## src/rtl/ptb_pkg.sv

```systemverilog
package ptb_pkg;
   localparam int PTB_ADDR_W = 2;

   typedef enum logic [PTB_ADDR_W-1:0] {
      REG_PERIOD   = 2'd0,
      REG_PRESCALE = 2'd1,
      REG_DELAY    = 2'd2,
      REG_COUNT    = 2'd3
   } ptb_addr_e;
endpackage

```

## src/rtl/ptb_regs.sv

```systemverilog
module ptb_regs
   import ptb_pkg::*;
#(
   parameter int CNT_W  = 16,
   parameter int BUS_W  = 32,
   parameter bit RD_REG = 1'b0
) (
   input  logic                  clk_i,
   input  logic                  rst_i,
   input  logic                  wr_en_i,
   input  logic [PTB_ADDR_W-1:0] addr_i,
   input  logic [BUS_W-1:0]      wr_data_i,
   input  logic [CNT_W-1:0]      cnt_i,
   output logic [CNT_W-1:0]      prd_o,
   output logic [CNT_W-1:0]      prsc_o,
   output logic [CNT_W-1:0]      dly_o,
   output logic [BUS_W-1:0]      rd_data_o
);
   localparam logic [CNT_W-1:0] RESET_VAL = '1;
   localparam int               PAD_W     = BUS_W - CNT_W;

   logic [CNT_W-1:0] prd_q, prsc_q, dly_q, sel;
   logic [BUS_W-1:0] rd_word;

   always_ff @(posedge clk_i) begin
      if (rst_i) begin
         prd_q  <= RESET_VAL;
         prsc_q <= RESET_VAL;
         dly_q  <= RESET_VAL;
      end else if (wr_en_i) begin
         case (ptb_addr_e'(addr_i))
            REG_PERIOD:   prd_q  <= wr_data_i[CNT_W-1:0];
            REG_PRESCALE: prsc_q <= wr_data_i[CNT_W-1:0];
            REG_DELAY:    dly_q  <= wr_data_i[CNT_W-1:0];
            default:      ;
         endcase
      end
   end

   always_comb begin
      case (ptb_addr_e'(addr_i))
         REG_PERIOD:   sel = prd_q;
         REG_PRESCALE: sel = prsc_q;
         REG_DELAY:    sel = dly_q;
         default:      sel = cnt_i;
      endcase
   end

   if (PAD_W > 0) begin : g_pad
      assign rd_word = {{PAD_W{1'b0}}, sel};
   end else begin : g_flat
      assign rd_word = sel;
   end

   if (RD_REG) begin : g_rd_q
      always_ff @(posedge clk_i) begin
         if (rst_i) rd_data_o <= '0;
         else       rd_data_o <= rd_word;
      end
   end else begin : g_rd_c
      assign rd_data_o = rd_word;
   end

   assign prd_o  = prd_q;
   assign prsc_o = prsc_q;
   assign dly_o  = dly_q;
endmodule

```

## src/rtl/ptb_prescaler.sv

```systemverilog
module ptb_prescaler #(
   parameter int CNT_W = 16
) (
   input  logic             clk_i,
   input  logic             rst_i,
   input  logic [CNT_W-1:0] prsc_i,
   output logic [CNT_W-1:0] pre_o,
   output logic             tick_o
);
   logic [CNT_W-1:0] pre_q;

   // Magnitude compare so a freshly lowered limit ends the current interval at once.
   assign tick_o = (pre_q >= prsc_i);

   always_ff @(posedge clk_i) begin
      if (rst_i)       pre_q <= '0;
      else if (tick_o) pre_q <= '0;
      else             pre_q <= pre_q + 1'b1;
   end

   assign pre_o = pre_q;
endmodule

```

## src/rtl/ptb_counter.sv

```systemverilog
module ptb_counter #(
   parameter int CNT_W = 16
) (
   input  logic             clk_i,
   input  logic             rst_i,
   input  logic             tick_i,
   input  logic [CNT_W-1:0] prd_i,
   input  logic [CNT_W-1:0] dly_i,
   output logic [CNT_W-1:0] cnt_o,
   output logic             wrap_o,
   output logic             sync_o
);
   logic [CNT_W-1:0] cnt_q;
   logic             wrap_q, sync_q, at_end, at_dly;

   assign at_end = (cnt_q >= prd_i);
   assign at_dly = (cnt_q == dly_i);

   always_ff @(posedge clk_i) begin
      if (rst_i) begin
         cnt_q  <= '0;
         wrap_q <= 1'b0;
         sync_q <= 1'b0;
      end else begin
         wrap_q <= tick_i & at_end;
         sync_q <= tick_i & at_dly;
         if (tick_i) cnt_q <= at_end ? '0 : cnt_q + 1'b1;
      end
   end

   assign cnt_o  = cnt_q;
   assign wrap_o = wrap_q;
   assign sync_o = sync_q;
endmodule

```

## src/rtl/pwm_timebase.sv

```systemverilog
module pwm_timebase
   import ptb_pkg::*;
#(
   parameter int CNT_W  = 16,
   parameter int BUS_W  = 32,
   parameter bit RD_REG = 1'b0
) (
   input  logic                  clk_i,
   input  logic                  rst_i,
   input  logic                  wr_en_i,
   input  logic [PTB_ADDR_W-1:0] addr_i,
   input  logic [BUS_W-1:0]      wr_data_i,
   output logic [BUS_W-1:0]      rd_data_o,
   output logic                  sync_o,
   output logic                  wrap_o
);
   if (CNT_W < 2 || CNT_W > BUS_W) begin : g_bad_width
      $error("pwm_timebase: CNT_W must lie in 2..BUS_W");
   end

   logic [CNT_W-1:0] prd_val, prsc_val, dly_val, cnt_val, pre_val;
   logic             tick;

   ptb_regs #(.CNT_W(CNT_W), .BUS_W(BUS_W), .RD_REG(RD_REG)) u_regs (
      .clk_i(clk_i), .rst_i(rst_i), .wr_en_i(wr_en_i), .addr_i(addr_i),
      .wr_data_i(wr_data_i), .cnt_i(cnt_val), .prd_o(prd_val),
      .prsc_o(prsc_val), .dly_o(dly_val), .rd_data_o(rd_data_o)
   );

   ptb_prescaler #(.CNT_W(CNT_W)) u_pre (
      .clk_i(clk_i), .rst_i(rst_i), .prsc_i(prsc_val),
      .pre_o(pre_val), .tick_o(tick)
   );

   ptb_counter #(.CNT_W(CNT_W)) u_cnt (
      .clk_i(clk_i), .rst_i(rst_i), .tick_i(tick), .prd_i(prd_val),
      .dly_i(dly_val), .cnt_o(cnt_val), .wrap_o(wrap_o), .sync_o(sync_o)
   );
endmodule

```

## config.mk

```make
export PLATFORM = sky130hd
export DESIGN_NAME = pwm_timebase
export DESIGN_NICKNAME = d
export VERILOG_FILES = /design/src/rtl/ptb_pkg.sv /design/src/rtl/ptb_regs.sv /design/src/rtl/ptb_prescaler.sv /design/src/rtl/ptb_counter.sv /design/src/rtl/pwm_timebase.sv
export SDC_FILE = /design/constraint.sdc
export NUM_CORES = 1
export LEC_CHECK = 0
export ABC_AREA = 0
export BUFFER_PORTS_ARGS = -buffer_cell sky130_fd_sc_hd__buf_4
export CORE_ASPECT_RATIO = 0.5
export CORE_UTILIZATION = 40
export CTS_CLUSTER_SIZE = 24
export DETAILED_ROUTE_END_ITERATION = 16
export GPL_ROUTABILITY_DRIVEN = 0
export PLACE_DENSITY_LB_ADDON = 0.2
export SYNTH_ARGS = -nofsm -noshare
export SYNTH_HDL_FRONTEND = slang
export SYNTH_SLANG_ARGS = --single-unit
```

## constraint.sdc

```tcl
create_clock -name clk_i -period 2.4 [get_ports clk_i]
set_input_delay 0.6 -clock clk_i [delete_from_list [all_inputs] [get_ports clk_i]]
set_output_delay 0.6 -clock clk_i [all_outputs]
set_load 0.01 [all_outputs]
```

# Word-level counts from Yosys, hierarchy flattened
# Cells that the tools add are included.
dict set report totals {
  reg_bits 82
  output_inout_bits 34
  input_bits 37
  elab_cells 23
}
dict set report op_classes {
  n_bitwise 2
  mux 2
  n_reduce_logical 5
  addsub 2
  magnitude_cmp 2
  n_eq_ne 3
}
# op count
set ops {}
lappend ops {{$pmux 16 s3} 1}
lappend ops {{$add 16x1->16 const B} 2}
lappend ops {{$ge 16x16->1} 2}
lappend ops {{$eq 16x16->1} 1}
lappend ops {{$mux 16} 1}
lappend ops {{$reduce_and 2->1} 3}
lappend ops {{$and 1x1->1} 2}
lappend ops {{$eq 2x1->1 const B} 1}
lappend ops {{$eq 2x2->1 const B} 1}
lappend ops {{$logic_not 2->1} 1}
lappend ops {{$reduce_or 2->1} 1}

# Longest topological paths before layout
# Gate-level depths: netlist of run 1.
dict set report logic_depth {
  depth_word 2
  depth_mapped 10
  depth_no_buf 8
}

# Modules after synthesis
# From an unflattened synthesis of run 1, not the netlist that was laid out.
dict set report unflattened {
  cells_unflattened 515
  area_unflattened_um2 4977.3
}
# mod area_per_inst_um2 n_inst cells_each seq_area_each_um2
set by_module_without_submodules {}
lappend by_module_without_submodules {ptb_regs 2379.8 1 213 960.9}
lappend by_module_without_submodules {ptb_counter 1333.8 1 161 360.3}
lappend by_module_without_submodules {ptb_prescaler 1263.7 1 141 320.3}

# Worst setup path before layout of run 1
# No wires, ideal clock.
dict set report synth_timing {
  path_type {input to output}
  from {in addr_i[1]}
  to {out rd_data_o[0]}
  path_buffers 1
  path_stages 2
  t_arrival_ns 1.561
  path_slack_ns 0.239
  required_time_ns 1.800
  path_cell_list {clkbuf_1 mux4_2}
}
dict set report synth_via {
  elab_chain_len 2
  elab_cells_between_ends 4
  cone_classes {eq/ne (2); mux (1); reduce/logical (1)}
}
# element line_no
set synth_rtl {}
lappend synth_rtl {{start, declared} pwm_timebase.sv:11} ;# input logic [PTB_ADDR_W-1:0] addr_i,
lappend synth_rtl {{$eq 2x2->1 (tied with other cells)} ptb_regs.sv:41} ;# case (ptb_addr_e'(addr_i))
lappend synth_rtl {{$pmux 16 s3 *} ptb_regs.sv:41}
lappend synth_rtl {{end, declared} pwm_timebase.sv:13} ;# output logic [BUS_W-1:0] rd_data_o,
# Mark *: on every way between the ends. The rest lies on a longest branch, timed or not.

# Worst setup path after layout of run 1
dict set report layout_timing {
  from {reg u_regs.prsc_q[6] (netlist: u_regs.prsc_o[6])}
  to {reg u_cnt.cnt_q[9] (netlist: u_cnt.cnt_o[9])}
}
dict set report layout_via {
  elab_chain_len 1
}
# element line_no
set layout_rtl {}
lappend layout_rtl {{start, declared} ptb_regs.sv:22} ;# logic [CNT_W-1:0] prd_q, prsc_q, dly_q, sel;
lappend layout_rtl {{start signal, assigned} ptb_regs.sv:33} ;# REG_PRESCALE: prsc_q <= wr_data_i[CNT_W-1:0];
lappend layout_rtl {{$ge 16x16->1} ptb_prescaler.sv:13} ;# assign tick_o = (pre_q >= prsc_i);
lappend layout_rtl {{end signal, assigned} ptb_counter.sv:27} ;# if (tick_i) cnt_q <= at_end ? '0 : cnt_q + 1'b1;
lappend layout_rtl {{end, declared} ptb_counter.sv:13} ;# logic [CNT_W-1:0] cnt_q;
# No other way between the ends.
# A chain may end at the register's enable or synchronous reset.

==> impl_metrics.env, run 1 <==
export IMPL_outcome="complete, no violations"
export IMPL_synth_flop_cell="dfxtp_1"
export IMPL_layout_setup_ws_ps=128
export IMPL_synth_compound_area_share_pct=14.4
export IMPL_root_buffer="clkbuf_16"
export IMPL_grt_usage_pct=22.0
export IMPL_async_reset_ff_share_pct=0
export IMPL_portBuffers=38
export IMPL_dieArea_um2=12400
export IMPL_fmax_ghz=0.440
export IMPL_ir_drop_uv=304
export IMPL_synth_mux_area_share_pct=7.75
export IMPL_netlist_area_um2=4780
export IMPL_overflow=0
export IMPL_multiInputGateArea_um2=2760
export IMPL_fillers=1107
export IMPL_p_leak_nw=2.53
export IMPL_drive_above_1_share_pct=19.8
export IMPL_rsz0062_at_grt="false"
export IMPL_cts_tree="built"
export IMPL_rows=27
export IMPL_numCtsBuffers=9
export IMPL_antenna_found_initial=0
export IMPL_grt_pass1_vias=3873
export IMPL_crit_path_start_kind="flip-flop"
export IMPL_vias_per_cell=5.43
export IMPL_final_common_cell="dfxtp_1"
export IMPL_final_area_um2=5660
export IMPL_syn2layout_area_growth_pct=18.4
export IMPL_routed_wirelength_um=12600
export IMPL_worst_path_max_fanout=3
export IMPL_hp_class="input pin to flip-flop"
export IMPL_yosys_warnings=0
export IMPL_synth_top_area_share_pct=34.4
export IMPL_finish_utilization_pct=50.0
export IMPL_dieWidth_um=157
export IMPL_swShare_pct=26.5
export IMPL_place_area_um2=5350
export IMPL_cp_arrival_ps=2480
export IMPL_worstSkewPairLatency_ps=340
export IMPL_required_ps=2600
export IMPL_grt_pass1_wl_um=20500
export IMPL_final_cell_count_no_fill=759
export IMPL_pwr_share_seq_pct=46.1
export IMPL_synth_top_area_cell="dfxtp_1"
export IMPL_ios=71
export IMPL_clkPwrFrac_pct=42.0
export IMPL_clockBufferDepth=2
export IMPL_hold_viol_final=0
export IMPL_nets=666
export IMPL_synth_seq_cells=82
export IMPL_grt_max_degree=50
export IMPL_synth_simple_area_share_pct=19.9
export IMPL_dr_pass1_iters=5
export IMPL_finalSetupTns_ps=0
export IMPL_cts_clk_slew_worst_paths_ps=60
export IMPL_num_vias=4119
export IMPL_core_area_um2=11300
export IMPL_switchingPower_w=0.000832
export IMPL_drc_errors=0
export IMPL_pre_cts_ws_ps=64.0
export IMPL_setup_viol=0
export IMPL_fin_crit_ps=2270
export IMPL_mostFrequentLayoutCells="dfxtp_1, nand2_1, buf_4"
export IMPL_dp_cells=740
export IMPL_htreeDepth=3
export IMPL_n_antenna_cell=0
export IMPL_slew_viol_final=0
export IMPL_end_kind="flip-flop"
export IMPL_drt_iter0_drc=290
export IMPL_routedWlPerCell_um=16.6
export IMPL_initial_core_util_pct=42.2
export IMPL_cts_sinks=82
export IMPL_fin_crit_sh_pct=94.7
export IMPL_dp_hpwl_um=9250
export IMPL_die_y_um=79.3
export IMPL_maxCapViolations=0
export IMPL_yosys_area_share_adder_pct=8.91
export IMPL_worstSetupPathType="flip-flop to flip-flop"
export IMPL_internal_power_w=0.00231
export IMPL_ys_seq_area_share_pct=34.4
export IMPL_synthXorXnorAreaFrac_pct=5.50
export IMPL_register_area_um2=1640
export IMPL_power_density_nw_per_um2=556
export IMPL_synth_distinct_cells=51
export IMPL_drtAntennaViolNets=0
export IMPL_synth_top_family_by_area="simple AND/OR/NAND/NOR gates"
export IMPL_comb_power_share_pct=11.9
export IMPL_synthCells=541
export IMPL_synth_edf_count=0
export IMPL_synth_area_leaders="dfxtp_1, ha_1, mux4_2"
export IMPL_syn_area_per_cell_um2=8.83
export IMPL_fin_skew_ps=7.71
cell usage after synthesis (5+ instances only):
cell	n
a21o_1	5
nand2_1	81
clkbuf_1	21
o21ai_0	5
a21oi_1	7
ha_1	34
buf_4	18
mux4_2	16
nand3_1	37
xor2_1	26
o32ai_1	10
or3_1	7
nor2_1	9
o211ai_1	35
nor3_1	22
dfxtp_1	82
a22oi_1	10
inv_1	46
and3_1	8
nand4_1	8
metal layers:
metal	global-route usage [%]	share of wire (%)	wire length, um	up-vias
met5	0	0	0	-
li1	-	-	-	2022
met2	31.5	41	5180	121
met1	33.2	52	6520	1965
met3	4.20	6.3	789	11
met4	5.39	0.94	119	0
per-stage QoR:
stage,power (W),hold WS (ps)
2_1_floorplan,0.00172,460
3_3_place_gp,0.00184,485
3_5_place_dp,0.00185,490
4_1_cts,0.00317,483
5_1_grt,0.00327,495
6_report,0.00314,490
power by group through the flow:
stage	Sequential [W]	Combinational (W)	Clock, W
final	0.00145	0.000373	0.00132
after CTS	0.00145	0.000374	0.00135
after floorplan	0.00147	0.000247	0
after global routing	0.00145	0.000412	0.00140
after detailed placement	0.00148	0.000371	0
after global placement	0.00148	0.000367	0
sequential cells by signal, indices dropped and copies added, names as in the netlist:
name,flops
u_regs.dly_o,16
u_regs.prsc_o,16
u_cnt.wrap_o,1
u_cnt.sync_o,1
u_cnt.cnt_o,16
u_regs.prd_o,16
u_pre.pre_o,16
path summary, 6_finish.rpt:
check,from,end,slack (ps),cells past startpoint
setup / recovery,u_regs.prsc_o[6],u_cnt.cnt_o[9],130,9
hold / removal,wr_data_i[15],u_regs.dly_o[15],490,3
setup reg to reg,u_regs.prsc_o[6],u_cnt.cnt_o[9],130,9
hold reg to reg,u_regs.dly_o[6],u_regs.dly_o[6],500,2
critical path, stage by stage, from the launching register on:
cell	delay (ps)
dfxtp_1	370
inv_1	80
ha_1	330
a21oi_1	160
nand2_1	70
a211o_1	330
o21a_1	270
buf_4	180
o2111ai_1	180
o311ai_0	160
timing repair:
| action | CTS | global route |
|---|---|---|
| hold buffers | 0 | 0 |
| buffers inserted | 0 | 3 |
| setup endpoints to repair | 0 | 10 |
| gates resized for setup | 0 | 1 |
cell type report:
cell class / count / area share, %
tap: 159 / 3.52
clock inverter: 6 / 0.730
multi-input combinational: 381 / 48.8
sequential: 82 / 29.0
timing repair buffer: 75 / 10.6
clock buffer: 10 / 4.22
inverter: 46 / 3.05
kinds of logic (layout without fill, tap and decap cells):
kind of cell | Yosys count | after routing
simple gates | 196 | 196
buf+inv | 93 | 137
compound gates | 88 | 88
flops | 82 | 82
fa+ha+maj | 34 | 34
xor+xnor | 30 | 30
mux | 17 | 17
other cells | 1 | 16
Power figures use the tool's default switching activity.
==> run 2, diff against run 1 <==
--- a/config.mk
+++ b/config.mk
@@ -8,7 +8,7 @@
 export ABC_AREA = 0
 export BUFFER_PORTS_ARGS = -buffer_cell sky130_fd_sc_hd__buf_4
 export CORE_ASPECT_RATIO = 0.5
-export CORE_UTILIZATION = 40
+export CORE_UTILIZATION = 45
 export CTS_CLUSTER_SIZE = 24
 export DETAILED_ROUTE_END_ITERATION = 16
 export GPL_ROUTABILITY_DRIVEN = 0
==> run 2 against run 1 <==
Largest power group unchanged; count of clock-buffer cells in the layout increased by 1; sequential power about the same; critical path depth rose by 1; critical endpoint is now u_cnt.cnt_o[12]; clock power is 9.8% higher; worst setup slack got worse by 16 ps; via count shrank 1.3%; die area shrank 11%; power rose by 4.1%.
==> impl_metrics.env, run 2 (synthesis gave the netlist of run 1 again) <==
export IMPL_fin_crit_sh_pct=95.4
export IMPL_die_y_um=74.9
export IMPL_regToRegStartpoint="u_regs.prsc_o[6]"
export IMPL_worstSetupPathType="flip-flop to flip-flop"
export IMPL_r2r_slack_ps=110
export IMPL_pre_cts_ws_ps=113
export IMPL_endpoint="u_cnt.cnt_o[12]"
export IMPL_overflow=0
export IMPL_crit_path_start_kind="flip-flop"
export IMPL_numCtsBuffers=9
export IMPL_drc_errors=0
export IMPL_vias_per_cell=5.49
export IMPL_final_common_cell="dfxtp_1"
export IMPL_dp_hpwl_um=8960
export IMPL_rsz0062_at_grt="true"
export IMPL_setup_viol=0
export IMPL_n_antenna_cell=0
export IMPL_htreeDepth=3
export IMPL_cts_hold_buf=0
export IMPL_post_cts_buffers=0
export IMPL_hold_viol_final=0
export IMPL_worstSkewPairLatency_ps=340
export IMPL_core_area_um2=10200
export IMPL_drive_above_1_share_pct=19.8
export IMPL_end_kind="flip-flop"
export IMPL_hp_class="input pin to flip-flop"
export IMPL_required_ps=2620
export IMPL_r2r_cells=10
export IMPL_mostFrequentLayoutCells="dfxtp_1, nand2_1, buf_4"
export IMPL_final_cell_count_no_fill=740
export IMPL_routed_wirelength_um=12400
export IMPL_portBuffers=38
export IMPL_cts_tree="built"
export IMPL_nets=666
export IMPL_dr_pass1_iters=6
export IMPL_rows=26
export IMPL_power_density_nw_per_um2=579
export IMPL_outcome="complete, no violations"
export IMPL_p_leak_nw=2.53
export IMPL_root_buffer="clkbuf_16"
export IMPL_ctsResizeCount=0
export IMPL_ir_drop_uv=318
export IMPL_drt_iter0_drc=324
export IMPL_grt_pass1_wl_um=18800
export IMPL_drtAntennaViolNets=0
export IMPL_grt_max_degree=58
export IMPL_rr_endpoint="u_cnt.cnt_o[12]"
export IMPL_ios=71
export IMPL_initial_core_util_pct=46.6
export IMPL_cts_clk_slew_worst_paths_ps=70
export IMPL_fin_skew_ps=6.58
export IMPL_worst_path_max_fanout=8
export IMPL_routedWlPerCell_um=16.8
export IMPL_num_vias=4064
export IMPL_fin_crit_ps=2290
export IMPL_dp_cells=724
export IMPL_grt_usage_pct=22.9
export IMPL_dieWidth_um=148
export IMPL_layout_setup_ws_ps=111
export IMPL_fmax_ghz=0.437
export IMPL_clockBufferDepth=2
export IMPL_slew_viol_final=0
export IMPL_cp_startpoint="u_regs.prsc_o[6]"
export IMPL_antenna_found_initial=0
export IMPL_cp_arrival_ps=2510
export IMPL_dieArea_um2=11100
export IMPL_maxCapViolations=0
export IMPL_grt_pass1_vias=3480
export IMPL_cts_sinks=82
export IMPL_syn2layout_area_growth_pct=18.5
-- run 2: cell count changes in the layout (fill, tap and decap cells not counted) --
cell,previous run,this run
clkinv_2,3,0
clkinvlp_4,0,2
inv_6,1,0
buf_6,0,1
clkbuf_8,1,2
bufinv_16,0,1
buf_12,3,2
-- run 2: layer usage --
metal	wire length, um	global-route usage, %	vias to the layer above
li1	-	-	2017
met1	6210	34.4	1920
met2	5230	33.8	123
met3	919	5.09	4
met4	57	4.24	0
met5	0	0	-
-- run 2: cell type report --
cell class | count | area [um^2]
fillers | 973 | 4590
multi-input cells | 381 | 2760
flip-flops and latches | 82 | 1640
repair buffers | 75 | 592
clock buffers | 11 | 253
well taps | 140 | 175
inverters | 46 | 173
clock inverters | 5 | 62.6
-- run 2: worst min-delay path by stage --
stage / from / to / slack [ps] / cells past startpoint
after global routing: wr_data_i[12] / u_regs.dly_o[12] / 500 / 3
after floorplan: u_regs.prsc_o[0] / u_regs.prsc_o[0] / 460 / 2
after detailed placement: u_regs.dly_o[11] / u_regs.dly_o[11] / 490 / 2
after global placement: u_regs.dly_o[13] / u_regs.dly_o[13] / 490 / 2
final: wr_data_i[12] / u_regs.dly_o[12] / 500 / 3
after CTS: wr_data_i[2] / u_regs.dly_o[2] / 490 / 3
-- run 2: metrics by stage --
| step | utilization [%] | total power, W | setup TNS, ps | area (um^2) | hold WS [ps] |
|---|---|---|---|---|---|
| finish | 55.2 | 0.00327 | 0 | 5660 | 498 |
| global route | 55.2 | 0.00339 | -44.1 | 5660 | 495 |
| CTS | 55.2 | 0.00329 | 0 | 5660 | 494 |
| detailed placement | 52.1 | 0.00185 | 0 | 5340 | 490 |
| global placement | 52.1 | 0.00184 | 0 | 5340 | 486 |
| floorplan | - | 0.00172 | 0 | 4830 | 460 |
-- run 2: critical path, cell delays in order, from the launching register on --
cell	delay, ps
dfxtp_1	370
inv_1	90
ha_1	330
a21oi_1	150
nand2_1	60
a211o_1	300
o21a_1	190
buf_4	160
o21ai_4	270
buf_4	190
o32ai_1	60
-- run 2: where the power goes --
part | internal (W) | total [W] | switching, W | leakage (nW)
Clock | 0.000867 | 0.00145 | 0.000582 | 0.148
Sequential | 0.00141 | 0.00145 | 0.0000386 | 0.669
Combinational | 0.000172 | 0.000375 | 0.000204 | 1.72
